**config.mk**
```make
export PLATFORM = sky130hd
export DESIGN_NAME = sram_lane_ctrl
export DESIGN_NICKNAME = d
export VERILOG_FILES = /design/src/rtl/sram_lane_pkg.sv /design/src/rtl/sram_lane_seq.sv /design/src/rtl/sram_lane_io.sv /design/src/rtl/sram_lane_ctrl.sv
export SDC_FILE = /design/constraint.sdc
export NUM_CORES = 1
export LEC_CHECK = 0
export ABC_AREA = 1
export BUFFER_PORTS_ARGS = -buffer_cell sky130_fd_sc_hd__buf_2
export CAP_MARGIN = 20
export CORE_MARGIN = 1
export CORE_UTILIZATION = 37
export CTS_BUF_LIST = sky130_fd_sc_hd__clkbuf_4 sky130_fd_sc_hd__clkbuf_8
export DETAILED_ROUTE_END_ITERATION = 12
export PLACE_DENSITY = 0.77
export SLEW_MARGIN = 10
export SYNTH_ARGS = -nofsm -noshare
export SYNTH_HDL_FRONTEND = slang
export SYNTH_HIERARCHICAL = 1
export SYNTH_SLANG_ARGS = --single-unit
export TNS_END_PERCENT = 10
```
**constraint.sdc**
```tcl
create_clock -name clk -period 1.8 [get_ports clk]
set_input_delay 0.18 -clock clk [delete_from_list [all_inputs] [get_ports clk]]
set_output_delay 0.18 -clock clk [all_outputs]
set_load 0.01 [all_outputs]
```
**src/rtl/sram_lane_pkg.sv**
```systemverilog
package sram_lane_pkg;

  typedef enum logic [1:0] {
    ST_IDLE  = 2'd0,
    ST_READ  = 2'd1,
    ST_WRITE = 2'd2,
    ST_RECOV = 2'd3
  } seq_state_e;

  function automatic int unsigned max_u(input int unsigned a, input int unsigned b);
    return (a > b) ? a : b;
  endfunction

endpackage

```
**src/rtl/sram_lane_seq.sv**
```systemverilog
module sram_lane_seq
  import sram_lane_pkg::*;
#(
  parameter int unsigned NLANE  = 2,
  parameter int unsigned RD_CYC = 7,
  parameter int unsigned WP_CYC = 6,
  parameter int unsigned DS_CYC = 3,
  parameter int unsigned TA_CYC = 3
) (
  input  logic             clk,
  input  logic             rst_n,
  input  logic             req_valid,
  input  logic             req_write,
  input  logic [NLANE-1:0] req_mask,
  output logic             req_ready,
  output logic             start,
  output logic             zero_rd,
  output logic             strobe_d,
  output logic             drv_d,
  output logic             capture,
  output logic             mem_ce_n,
  output logic             mem_we_n,
  output logic             mem_oe_n
);

  localparam int unsigned RD_EFF = max_u(RD_CYC, 1);
  localparam int unsigned WP_EFF = max_u(WP_CYC, DS_CYC + 1);
  localparam int unsigned TA_EFF = max_u(TA_CYC, 1);
  localparam int unsigned CMAX   = max_u(max_u(RD_EFF, WP_EFF), TA_EFF);
  localparam int unsigned CW     = $clog2(CMAX + 1);

  seq_state_e    state, nxt;
  logic [CW-1:0] cnt, cnt_d;
  logic          cnt_en;
  logic          ce_n_d, we_n_d, oe_n_d;

  assign req_ready = (state == ST_IDLE);

  always_comb begin
    nxt     = state;
    cnt_d   = cnt;
    start   = 1'b0;
    zero_rd = 1'b0;
    capture = 1'b0;
    case (state)
      ST_IDLE: begin
        if (req_valid) begin
          if (|req_mask) begin
            start = 1'b1;
            if (req_write) begin
              nxt   = ST_WRITE;
              cnt_d = CW'(WP_EFF - 1);
            end else begin
              nxt   = ST_READ;
              cnt_d = CW'(RD_EFF - 1);
            end
          end else begin
            zero_rd = !req_write;
          end
        end
      end
      ST_READ: begin
        if (cnt == '0) begin
          capture = 1'b1;
          nxt     = ST_RECOV;
          cnt_d   = CW'(TA_EFF - 1);
        end else begin
          cnt_d = cnt - 1'b1;
        end
      end
      ST_WRITE: begin
        if (cnt == '0) begin
          nxt   = ST_RECOV;
          cnt_d = '0;
        end else begin
          cnt_d = cnt - 1'b1;
        end
      end
      ST_RECOV: begin
        if (cnt == '0) nxt = ST_IDLE;
        else           cnt_d = cnt - 1'b1;
      end
      default: nxt = ST_IDLE;
    endcase
  end

  assign cnt_en   = (state != ST_IDLE) || start;
  assign strobe_d = (nxt == ST_READ) || (nxt == ST_WRITE);
  assign drv_d    = (state == ST_WRITE) && (nxt == ST_WRITE);
  assign ce_n_d   = !strobe_d;
  assign we_n_d   = (nxt != ST_WRITE);
  assign oe_n_d   = (nxt != ST_READ);

  always_ff @(posedge clk or negedge rst_n) begin
    if (!rst_n) begin
      state    <= ST_IDLE;
      cnt      <= '0;
      mem_ce_n <= 1'b1;
      mem_we_n <= 1'b1;
      mem_oe_n <= 1'b1;
    end else begin
      state    <= nxt;
      if (cnt_en) cnt <= cnt_d;
      mem_ce_n <= ce_n_d;
      mem_we_n <= we_n_d;
      mem_oe_n <= oe_n_d;
    end
  end

  // the memory never drives while the controller writes
  p_oe_we_excl_r7: assert property (@(posedge clk) disable iff (!rst_n)
    !(!mem_oe_n && !mem_we_n));

  // an empty-mask request leaves chip enable high and the port ready
  p_zero_quiet_r9: assert property (@(posedge clk) disable iff (!rst_n)
    (req_valid && req_ready && (req_mask == '0)) |=> (mem_ce_n && req_ready));

  // the port is never ready in the cycle the chip deselects
  p_gap_r8: assert property (@(posedge clk) disable iff (!rst_n)
    $rose(mem_ce_n) |-> !req_ready);

endmodule

```
**src/rtl/sram_lane_io.sv**
```systemverilog
module sram_lane_io #(
  parameter int unsigned ADDR_W = 19,
  parameter int unsigned LANE_W = 8,
  parameter int unsigned NLANE  = 2
) (
  input  logic                    clk,
  input  logic                    rst_n,
  input  logic                    start,
  input  logic                    zero_rd,
  input  logic                    strobe_d,
  input  logic                    drv_d,
  input  logic                    capture,
  input  logic [ADDR_W-1:0]       req_addr,
  input  logic [NLANE*LANE_W-1:0] req_wdata,
  input  logic [NLANE-1:0]        req_mask,
  input  logic [NLANE*LANE_W-1:0] mem_dq_in,
  output logic [ADDR_W-1:0]       mem_addr,
  output logic [NLANE-1:0]        mem_lane_n,
  output logic [NLANE*LANE_W-1:0] mem_dq_out,
  output logic [NLANE-1:0]        mem_dq_oe,
  output logic                    rd_valid,
  output logic [NLANE*LANE_W-1:0] rd_data
);

  localparam int unsigned DATA_W = NLANE * LANE_W;

  logic [NLANE-1:0]  mask_q, mask_src;
  logic [DATA_W-1:0] cap_data;
  logic              rd_en;

  assign mask_src = start ? req_mask : mask_q;
  assign rd_en    = capture || zero_rd;

  for (genvar l = 0; l < NLANE; l++) begin : g_lane
    assign cap_data[l*LANE_W +: LANE_W] =
      (capture && mask_q[l]) ? mem_dq_in[l*LANE_W +: LANE_W] : '0;

    // a lane is driven only while its own strobe is active
    p_oe_under_strobe_r6: assert property (@(posedge clk) disable iff (!rst_n)
      mem_dq_oe[l] |-> !mem_lane_n[l]);
  end

  always_ff @(posedge clk or negedge rst_n) begin
    if (!rst_n) begin
      mem_addr   <= '0;
      mem_dq_out <= '0;
      mask_q     <= '0;
      mem_lane_n <= '1;
      mem_dq_oe  <= '0;
      rd_valid   <= 1'b0;
      rd_data    <= '0;
    end else begin
      if (start) begin
        mem_addr   <= req_addr;
        mem_dq_out <= req_wdata;
        mask_q     <= req_mask;
      end
      mem_lane_n <= strobe_d ? ~mask_src : '1;
      mem_dq_oe  <= drv_d ? mask_src : '0;
      rd_valid   <= rd_en;
      if (rd_en) rd_data <= cap_data;
    end
  end

endmodule

```
**src/rtl/sram_lane_ctrl.sv**
```systemverilog
module sram_lane_ctrl #(
  parameter int unsigned ADDR_W = 19,
  parameter int unsigned LANE_W = 8,
  parameter int unsigned RD_CYC = 7,
  parameter int unsigned WP_CYC = 6,
  parameter int unsigned DS_CYC = 3,
  parameter int unsigned TA_CYC = 3
) (
  input  logic                  clk,
  input  logic                  rst_n,
  input  logic                  req_valid,
  output logic                  req_ready,
  input  logic                  req_write,
  input  logic [ADDR_W-1:0]     req_addr,
  input  logic [2*LANE_W-1:0]   req_wdata,
  input  logic [1:0]            req_mask,
  output logic                  rd_valid,
  output logic [2*LANE_W-1:0]   rd_data,
  output logic [ADDR_W-1:0]     mem_addr,
  output logic                  mem_ce_n,
  output logic                  mem_we_n,
  output logic                  mem_oe_n,
  output logic                  mem_lb_n,
  output logic                  mem_ub_n,
  output logic [2*LANE_W-1:0]   mem_dq_out,
  output logic [1:0]            mem_dq_oe,
  input  logic [2*LANE_W-1:0]   mem_dq_in
);

  localparam int unsigned NLANE = 2;

  logic [1:0]       rst_pipe;
  logic             rst_sync_n;
  logic             start, zero_rd, strobe_d, drv_d, capture;
  logic [NLANE-1:0] lane_n;

  always_ff @(posedge clk or negedge rst_n) begin
    if (!rst_n) rst_pipe <= '0;
    else        rst_pipe <= {rst_pipe[0], 1'b1};
  end
  assign rst_sync_n = rst_pipe[1];

  sram_lane_seq #(
    .NLANE (NLANE),
    .RD_CYC(RD_CYC),
    .WP_CYC(WP_CYC),
    .DS_CYC(DS_CYC),
    .TA_CYC(TA_CYC)
  ) u_seq (
    .clk      (clk),
    .rst_n    (rst_sync_n),
    .req_valid(req_valid),
    .req_write(req_write),
    .req_mask (req_mask),
    .req_ready(req_ready),
    .start    (start),
    .zero_rd  (zero_rd),
    .strobe_d (strobe_d),
    .drv_d    (drv_d),
    .capture  (capture),
    .mem_ce_n (mem_ce_n),
    .mem_we_n (mem_we_n),
    .mem_oe_n (mem_oe_n)
  );

  sram_lane_io #(
    .ADDR_W(ADDR_W),
    .LANE_W(LANE_W),
    .NLANE (NLANE)
  ) u_io (
    .clk       (clk),
    .rst_n     (rst_sync_n),
    .start     (start),
    .zero_rd   (zero_rd),
    .strobe_d  (strobe_d),
    .drv_d     (drv_d),
    .capture   (capture),
    .req_addr  (req_addr),
    .req_wdata (req_wdata),
    .req_mask  (req_mask),
    .mem_dq_in (mem_dq_in),
    .mem_addr  (mem_addr),
    .mem_lane_n(lane_n),
    .mem_dq_out(mem_dq_out),
    .mem_dq_oe (mem_dq_oe),
    .rd_valid  (rd_valid),
    .rd_data   (rd_data)
  );

  assign mem_lb_n = lane_n[0];
  assign mem_ub_n = lane_n[1];

  // address moves only out of a fully deselected cycle
  p_addr_hold_r3: assert property (@(posedge clk) disable iff (!rst_sync_n)
    (mem_addr != $past(mem_addr)) |->
      $past(mem_ce_n && mem_we_n && mem_lb_n && mem_ub_n));

  // a lane strobe is never active without chip enable
  p_lane_needs_ce_r4: assert property (@(posedge clk) disable iff (!rst_sync_n)
    !(mem_lb_n && mem_ub_n) |-> !mem_ce_n);

  // drivers only inside the write pulse and never in its first cycle
  p_drive_in_write_r6: assert property (@(posedge clk) disable iff (!rst_sync_n)
    (|mem_dq_oe) |-> (!mem_we_n && $past(!mem_we_n)));

endmodule

```
==> flow_metrics.tcl, run 1 <==
set metrics [dict create \
    synth_top_area_cell "dfrtp_1" \
    die_h_um 90.10 \
    wl_um 6358 \
    cts_tree "yes" \
    arrival_ns 1.97 \
    cts-root-buf "clkbuf_8" \
    via_count 2453 \
    antenna_found_initial 0 \
    grt_pass1_vias 2328 \
    required_ns 2.05 \
    synth_area_um2 2872 \
    min_period_ns 1.721 \
    synth_top_area_frac 0.5490 \
    synth.distinct_cells 22 \
    dr.pass1.iters 4 \
    layout-drive-gt1-share 0.3702 \
    path_class "reg -> reg" \
    grt_overflow 0 \
    port_buffers 116 \
    dr.first_iter.drc_count 99 \
    avgViaCountPerCell 4.311 \
    ir_drop_uv 647.1 \
    powerDensity_nw_per_um2 1811 \
    cts_buffers 9 \
    max_freq_ghz 0.5811 \
    grt_max_degree 67 \
    avgSynthCellArea_um2 8.597 \
    area_growth_pct 35.82 \
    synth.most_common_cell "nand2_1" \
    startpoint_type "flip-flop" \
    pre_cts_slack_ns 0.009683 \
    end_kind "flip-flop" \
    synth_fp_nets 399 \
    synth_edf_count 0 \
    fillers 705 \
    clock_path_buffers 2 \
    crit_fanout 5 \
    place_congestion 0.8266 \
    cap_violations 0 \
    ys_async_sr_fraction 1.000 \
    netlist_top_cells_count "187 x nand2_1, 63 x dfrtp_1, 29 x inv_1, 10 x nor2_1, 8 x ha_1" \
    ys_seq_area_frac 0.5948 \
    diodes 0 \
    layout_setup_ws_ns 0.07909 \
    ant_nets 0 \
    initial_core_util 0.3896 \
    hold_viol_final 0 \
    slew_violations 0 \
    dieArea_um2 8117 \
    post-route-period-util 0.9561 \
    drc 0 \
    chipWidth_um 90.10 \
    static-leakage-power_nw 2.336 \
    syn_inst 334 \
    cts.sinks 68 \
    synth_top_cells_by_area "dfrtp_1 55%, nand2_1 24%, dfstp_2 4.6%" \
    rrSetupSlack_ns 0.08 \
    cts_max_level 3 \
    synthFlopType "dfrtp_1" \
    ys_warn_count 6 \
    pin_count 117 \
    min-delay-path-class "in -> reg" \
    ys_ff_latch 68 \
    clock_latency_ns 0.33 \
    status "finished, final reports clean" \
    grt_pass1_wl_um 10290 \
    finClkSkew_ns 0.006974 \
    grtUsageTotal 0.1583 \
    postLayoutCoreUtil 0.5292 \
    hpwl_um 4486 \
    nets 531 \
    fp.coreArea_um2 7370 \
    rsz0062_at_grt "true" \
    avgRoutedWirePerCell_um 11.17 \
    setup_viol 0 \
    fin_hold_ws_ns 0.04367 \
    rows 31 \
    cts.reportedPaths.clkPinSlew_ns 0.07 \
]
==> critical path, stage by stage, from the launching register on <==
cell and delay, ns:
dfrtp_1 0.41, inv_2 0.07, ha_2 0.20, inv_1 0.17
nor2_2 0.07, nand2_1 0.09, nand2_1 0.07, a21oi_2 0.18
ha_4 0.24, inv_2 0.07, nand3_2 0.07
==> layout make-up <==
class	count	area [um2]	area share
Sequential cell	68	1709	0.4382
Clock buffer	10	131.4	0.03369
Inverter	32	125.1	0.03208
Clock inverter	5	77.57	0.01989
Timing Repair Buffer	129	700.7	0.1797
Tap cell	99	123.9	0.03176
Multi-Input combinational cell	226	1032	0.2647
==> cell families after synthesis <==
family                     after synthesis  synth area share
other                                    1          0.001306
adders and majority gates                8           0.03486
DFF                                     68            0.5948
and+or+nand+nor                        212            0.2928
buffers and inverters                   40           0.06536
xor gates and xnor gates                 1          0.003051
AOI/OAI and AO/OA                        4          0.007843
==> path summary, 6_finish.rpt <==
path	from	end	depth (start not counted)
max	u_seq/state[1]	u_io/mem_lane_n[1]	10
min	mem_dq_in[1]	u_io/rd_data[1]	3
max reg2reg	u_seq/state[1]	u_io/mem_lane_n[1]	10
min reg2reg	rst_pipe[1]	u_seq/cnt[1]	1
max in group asynchronous	rst_pipe[1]	u_io/mem_lane_n[0]	1
min in group asynchronous	rst_n	rst_pipe[1]	2
==> per-stage QoR <==
step	cells	cell area (um2)	power, mW	setup TNS [ns]
final	569	3900	7.063	0
after global routing	569	3900	7.643	-0.06742
after CTS	565	3812	6.862	0
after detailed placement	549	3585	5.469	0
after global placement	549	3585	5.413	0
after floorplan	334	2873	4.381	0
==> state kept, by name, indices dropped and copies added, names as in the netlist, 3 cells and up <==
register         count
u_io/mem_addr       19
u_io/mem_dq_out     16
u_io/rd_data        16
u_seq/cnt            3
==> report_power, final <==
group	total, mW	switching, mW	internal [mW]
registers	2.61	0.354	2.26
logic	3.13	1.83	1.30
clock network	1.32	0.541	0.783
==> placed cells by master, fill, tap and decap left out, types with 2 or more instances in the layout <==
master,n
buf_2,116
buf_4,10
bufinv_16,2
clkbuf_8,9
clkinv_2,2
dfrtp_1,62
dfstp_2,5
ha_1,4
ha_2,2
ha_4,2
inv_1,25
inv_2,6
nand2_1,187
nand2_2,5
nand3_1,4
nand3_2,2
nor2_1,7
nor2_2,2
nor2_4,3
==> repair_timing <==
item,in CTS,in global routing
gates resized for setup,3,16
endpoints found under the setup margin,5,19
cloned,0,0
pin swaps,0,4
buffers inserted,0,4
hold buffers,1,0
hold endpoints to repair,2,0
==> routing by layer <==
metal / wire length [um] / vias up / GRT usage
met2: 2970 / 75 / 0.2513
met5: 0 / - / 0
met1: 2981 / 1122 / 0.2075
met4: 50 / 0 / 0.06586
met3: 355 / 7 / 0.03807
li1: - / 1249 / -
No activity file was read; power rests on OpenSTA's default activity.
==> inputs of run 2 (changes only) <==
--- a/config.mk
+++ b/config.mk
@@ -14,4 +14,5 @@
 export DETAILED_ROUTE_END_ITERATION = 12
 export PLACE_DENSITY = 0.77
+export RECOVER_POWER = 50
 export SLEW_MARGIN = 10
 export SYNTH_ARGS = -nofsm -noshare
==> constraint.sdc (replaced) <==
create_clock -name clk -period 1.8 [get_ports clk]
set_input_delay 0.18 -clock clk [delete_from_list [all_inputs] [get_ports clk]]
set_output_delay 0.18 -clock clk [all_outputs]
set_load 0.1 [all_outputs]
==> run 2 against run 1 <==
  * Clock skew is 0.00087 ns lower
  * Critical path depth stayed put
  * Hold slack got worse by 0.0028 ns
  * Register-to-register slack better by 0.02 ns
==> flow_metrics.tcl, run 2 (synthesis gave the netlist of run 1 again) <==
set metrics [dict create \
    status "finished, final reports clean" \
    critPathMostFrequentCell "inv_1" \
    cp_num_buf_inv 4 \
    layout-drive-gt1-share 0.3640 \
    port_buffers 116 \
    wl_um 6402 \
    cts.reportedPaths.clkPinSlew_ns 0.07 \
    antenna_found_initial 0 \
    top_regs "u_io/mem_addr (19), u_io/mem_dq_out (16), u_io/rd_data (16)" \
    path_class "reg -> reg" \
    worstMarginPinSlew_ns 0.7674 \
    dr.first_iter.drc_count 99 \
    finClkSkew_ns 0.006101 \
    end_kind "flip-flop" \
    setup-tns-final_ns 0 \
    slew_violations 0 \
    diodes 0 \
    cts.sinks 68 \
    rsz0062_at_grt "false" \
    area_growth_pct 34.99 \
    multi_input_area_um2 1047 \
    largest_register "u_io/mem_addr" \
    grt_max_degree 49 \
    hpwl_um 4755 \
    critPathTopFamily "adder cells" \
    dpl.cell_count 545 \
    cp_slowest_stage_delay_ns 0.42 \
    regArea_um2 1708 \
    chipWidth_um 90.10 \
    crit_chain "inv_2 -> ha_4 -> buf_4 -> a21oi_2 -> nand2_1 -> nand3_2 -> inv_1 -> ha_1 -> inv_1 -> nand3_1" \
    top_layer_used "met4" \
    cts_tree "yes" \
    routed-wl-met3_um 344 \
    dr.pass1.iters 4 \
    startpoint_type "flip-flop" \
    avgRoutedWirePerCell_um 11.31 \
    required_ns 2.05 \
    grtUsageTotal 0.1642 \
    hold_viol_final 0 \
    nets 527 \
    final_cell_mix "185 x nand2_1, 87 x buf_2, 63 x dfrtp_1, 28 x clkbuf_2, 25 x inv_1" \
    cts_buffers 9 \
    max_freq_ghz 0.5881 \
    initial_core_util 0.3896 \
    grt_pass1_wl_um 10650 \
    rows 31 \
    crit_fanout 6 \
    min-delay-path-class "in -> reg" \
    cap_violations 0 \
    relSlewSlack 0.4884 \
    clock_path_buffers 2 \
    dieArea_um2 8117 \
    die_h_um 90.10 \
    clock_latency_ns 0.33 \
    dr_wl_met2_um 3130 \
    fp.coreArea_um2 7370 \
    avgViaCountPerCell 4.325 \
    min_period_ns 1.701 \
    pin_count 117 \
    grt_pass1_vias 2448 \
    cts_max_level 3 \
    grt_overflow 0 \
    met1_length_um 2906 \
    place_congestion 0.8094 \
    crit_slowest_cell "dfrtp_1" \
    setup_viol 0 \
    largest_register_ffs 19 \
    ant_nets 0 \
    post-route-period-util 0.9447 \
    fillers 722 \
    via_count 2448 \
    arrival_ns 1.95 \
    drc 0 \
    fin_cells 566 \
    cts-root-buf "clkbuf_8" \
    mostFrequentLayoutCell "nand2_1" \
]
-- run 2: cell count changes in the layout (fill, tap and decap cells not counted), moves of 2 or more --
cell,delta
buf_2,-29
buf_4,-3
clkbuf_2,+28
clkinv_4,+2
ha_1,+2
ha_2,-2
nand2_1,-2
nand2_2,+2
-- run 2: cell type report --
class / count / share of cell area
clock buffers: 10 / 0.03551
clock inverters: 6 / 0.02260
inverters: 32 / 0.03163
multi-input cells: 226 / 0.2702
flip-flops and latches: 68 / 0.4406
well taps: 99 / 0.03196
repair buffers: 125 / 0.1675
-- run 2: timing repair --
| action | in CTS | in global routing |
|---|---|---|
| endpoints found under the setup margin | 0 | 5 |
| setup buffers | 0 | 4 |
| hold endpoints to repair | 2 | 0 |
| gates resized for setup | 0 | 11 |
| hold buffers | 1 | 0 |
-- run 2: metal layers --
metal / track usage / vias up
li1: - / 1243
met1: 0.1996 / 1129
met2: 0.2805 / 72
met3: 0.05076 / 4
met4: 0.04704 / 0
met5: 0 / -
-- run 2: worst paths after layout --
check | to | from | cells after the start | slack [ns]
worst max register to register | u_io/mem_lane_n[1] | u_seq/state[1] | 10 | 0.1
min in group asynchronous | rst_pipe[0] | rst_n | 2 | 0.16
worst max-delay path | u_io/mem_lane_n[1] | u_seq/state[1] | 10 | 0.1
worst min-delay path | u_io/rd_data[11] | mem_dq_in[11] | 3 | 0.04
worst min register to register | u_io/mem_addr[12] | rst_pipe[1] | 0 | 0.32
max in group asynchronous | u_io/mem_dq_out[1] | rst_pipe[1] | 1 | 0.29
-- run 2: tightest hold or removal path, cell delays in order --
cell and delay, ns:
buf_2 0.08, nand2_1 0.04, nand2_1 0.04
-- run 2: stage by stage --
stage / instance area (um2) / setup WS, ns / util / hold slack, ns
2_1_floorplan: 2903 / 0.02594 / - / -0.1156
3_3_place_gp: 3585 / 0.1159 / 0.4864 / -0.03273
3_5_place_dp: 3585 / 0.02679 / 0.4864 / -0.03103
4_1_cts: 3820 / 0.01719 / 0.5183 / 0.01925
5_1_grt: 3876 / 0.0007914 / 0.5260 / 0.01945
6_report: 3876 / 0.09950 / 0.5260 / 0.04092
Power of run 2 is left out: the tool's default activity adds up to more than one toggle a clock period on the data nets, which glitch-free logic cannot reach.
==> inputs of run 3 (changes only) <==
CORE_UTILIZATION = 45   (was 37)
PLACE_DENSITY = 0.86   (was 0.77)
clock period = 2.17 ns   (was 1.8 ns; I/O delays follow)
==> run 3 against run 2 <==
  * Non-clock buffer count fell by 6
  * Routed wire length down 5.7%
  * Critical endpoint is now u_io/rd_data[14]
  * Register-to-register slack improved by 0.24 ns
  * Setup slack gained 0.24 ns
  * Critical path type unchanged
  * Cell area fell by 4.8%
  * First-iteration DRC count shrank 6.1%
==> flow_metrics.tcl, run 3 (synthesis gave the netlist of run 1 again) <==
set metrics [dict create \
    status "finished, final reports clean" \
    wl_um 6037 \
    holdCritStartpoint "req_addr[13]" \
    cts.sinks 68 \
    max_freq_ghz 0.5461 \
    end_kind "flip-flop" \
    die_h_um 81.88 \
    fin_hold_ws_ns 0.08156 \
    hold_viol_final 0 \
    cts_tree "yes" \
    nets 521 \
    drc 0 \
    rows 28 \
    clock_path_buffers 2 \
    min_period_ns 1.831 \
    antenna_found_initial 0 \
    cts.reportedPaths.clkPinSlew_ns 0.07 \
    path_class "reg -> reg" \
    layout-drive-gt1-share 0.2690 \
    cts_resized 0 \
    fillers 535 \
    ant_nets 0 \
    diodes 0 \
    finClkSkew_ns 0.007383 \
    cts_setup_buffers 0 \
    grt_pass1_vias 2228 \
    crit_fanout 17 \
    r2r_start "u_seq/state[0]" \
    relSlewSlack 0.2213 \
    multi_input_area_um2 991.0 \
    cap_violations 0 \
    rrSetupSlack_ns 0.34 \
    worstMarginPinSlew_ns 1.173 \
    hpwl_um 4417 \
    largest_register "u_io/mem_addr" \
    cts_buffers 9 \
    setup_viol 0 \
    fin_area_um2 3689 \
    r2r.worst_path.cells 7 \
    rsz0062_at_grt "false" \
    dr.pass1.iters 4 \
    holdPathStages 3 \
    avgViaCountPerCell 4.567 \
    largest_register_ffs 19 \
    rr_endpoint "u_io/rd_data[14]" \
    slew_violations 0 \
    arrival_ns 2.05 \
    grt_pass1_wl_um 9418 \
    post-route-period-util 0.8439 \
    mostFrequentLayoutCell "nand2_1" \
    port_buffers 116 \
    cts_max_level 3 \
    grt_overflow 0 \
    via_count 2448 \
    startpoint_type "flip-flop" \
    dr.first_iter.drc_count 93 \
    setup-tns-final_ns 0 \
    area_growth_pct 28.45 \
    fp.coreArea_um2 6026 \
    initial_core_util 0.4765 \
    postLayoutCoreUtil 0.6121 \
    required_ns 2.39 \
    dieArea_um2 6704 \
    min-delay-path-class "in -> reg" \
    placed_area_um2 3522 \
    holdPathEnd "u_io/mem_addr[13]" \
    pin_count 117 \
    grtUsageTotal 0.1896 \
    clock_latency_ns 0.33 \
    top_regs "u_io/mem_addr (19), u_io/mem_dq_out (16), u_io/rd_data (16)" \
    avgRoutedWirePerCell_um 11.26 \
    cts-root-buf "clkbuf_8" \
    final_cell_mix "187 x nand2_1, 87 x buf_2, 63 x dfrtp_1, 29 x clkbuf_1, 29 x inv_1" \
    place_congestion 0.8933 \
    chipWidth_um 81.88 \
    regArea_um2 1708 \
    grt_max_degree 41 \
]
==> run 3: per-layer routing <==
layer  GRT usage  vias to the layer above  routed length [um]
li1            -                     1230                   -
met1      0.2148                     1119                2671
met2      0.3182                       89                2837
met3     0.05556                       10                 410
met4      0.1070                        0                 117
met5           0                        -                   0
==> run 3: how the worst max path moves through the flow <==
stage	startpoint	to	slack, ns	cells after the start
2_1_floorplan	rst_pipe[1]	u_io/mask_q[0]	0.14	0
3_3_place_gp	u_seq/state[0]	u_io/rd_data[12]	0.42	7
3_5_place_dp	u_seq/state[1]	u_io/mem_dq_oe[1]	0.33	8
4_1_cts	u_seq/state[0]	u_io/mem_dq_oe[1]	0.32	8
5_1_grt	u_seq/state[0]	u_io/mem_dq_oe[1]	0.11	8
6_report	u_seq/state[0]	u_io/rd_data[14]	0.34	7
==> run 3: stage by stage <==
step | setup WS (ns) | std cells
2_1_floorplan | 0.1450 | 334
5_1_grt | 0.1070 | 536
3_3_place_gp | 0.4152 | 519
6_report | 0.3388 | 536
4_1_cts | 0.3180 | 536
3_5_place_dp | 0.3346 | 519
==> run 3: timing repair <==
action,in CTS,in global routing
endpoints found under the setup margin,0,0
hold buffers,1,0
endpoints found under the hold margin,2,0
==> run 3: critical path, stage by stage (launching register included) <==
cell	delay, ns
dfrtp_1	0.41
inv_1	0.17
ha_4	0.19
inv_1	0.12
nor4_1	0.50
nor2_4	0.17
nand2_1	0.10
nand2_1	0.06
==> run 3: area by class of cell <==
| cell class | count | area share |
|---|---|---|
| Clock inverter | 4 | 0.01289 |
| Sequential cell | 68 | 0.4630 |
| Clock buffer | 12 | 0.04308 |
| Inverter | 32 | 0.03256 |
| Tap cell | 75 | 0.02544 |
| Timing Repair Buffer | 119 | 0.1543 |
| Multi-Input combinational cell | 226 | 0.2687 |
Power of run 3 is left out for the same reason.
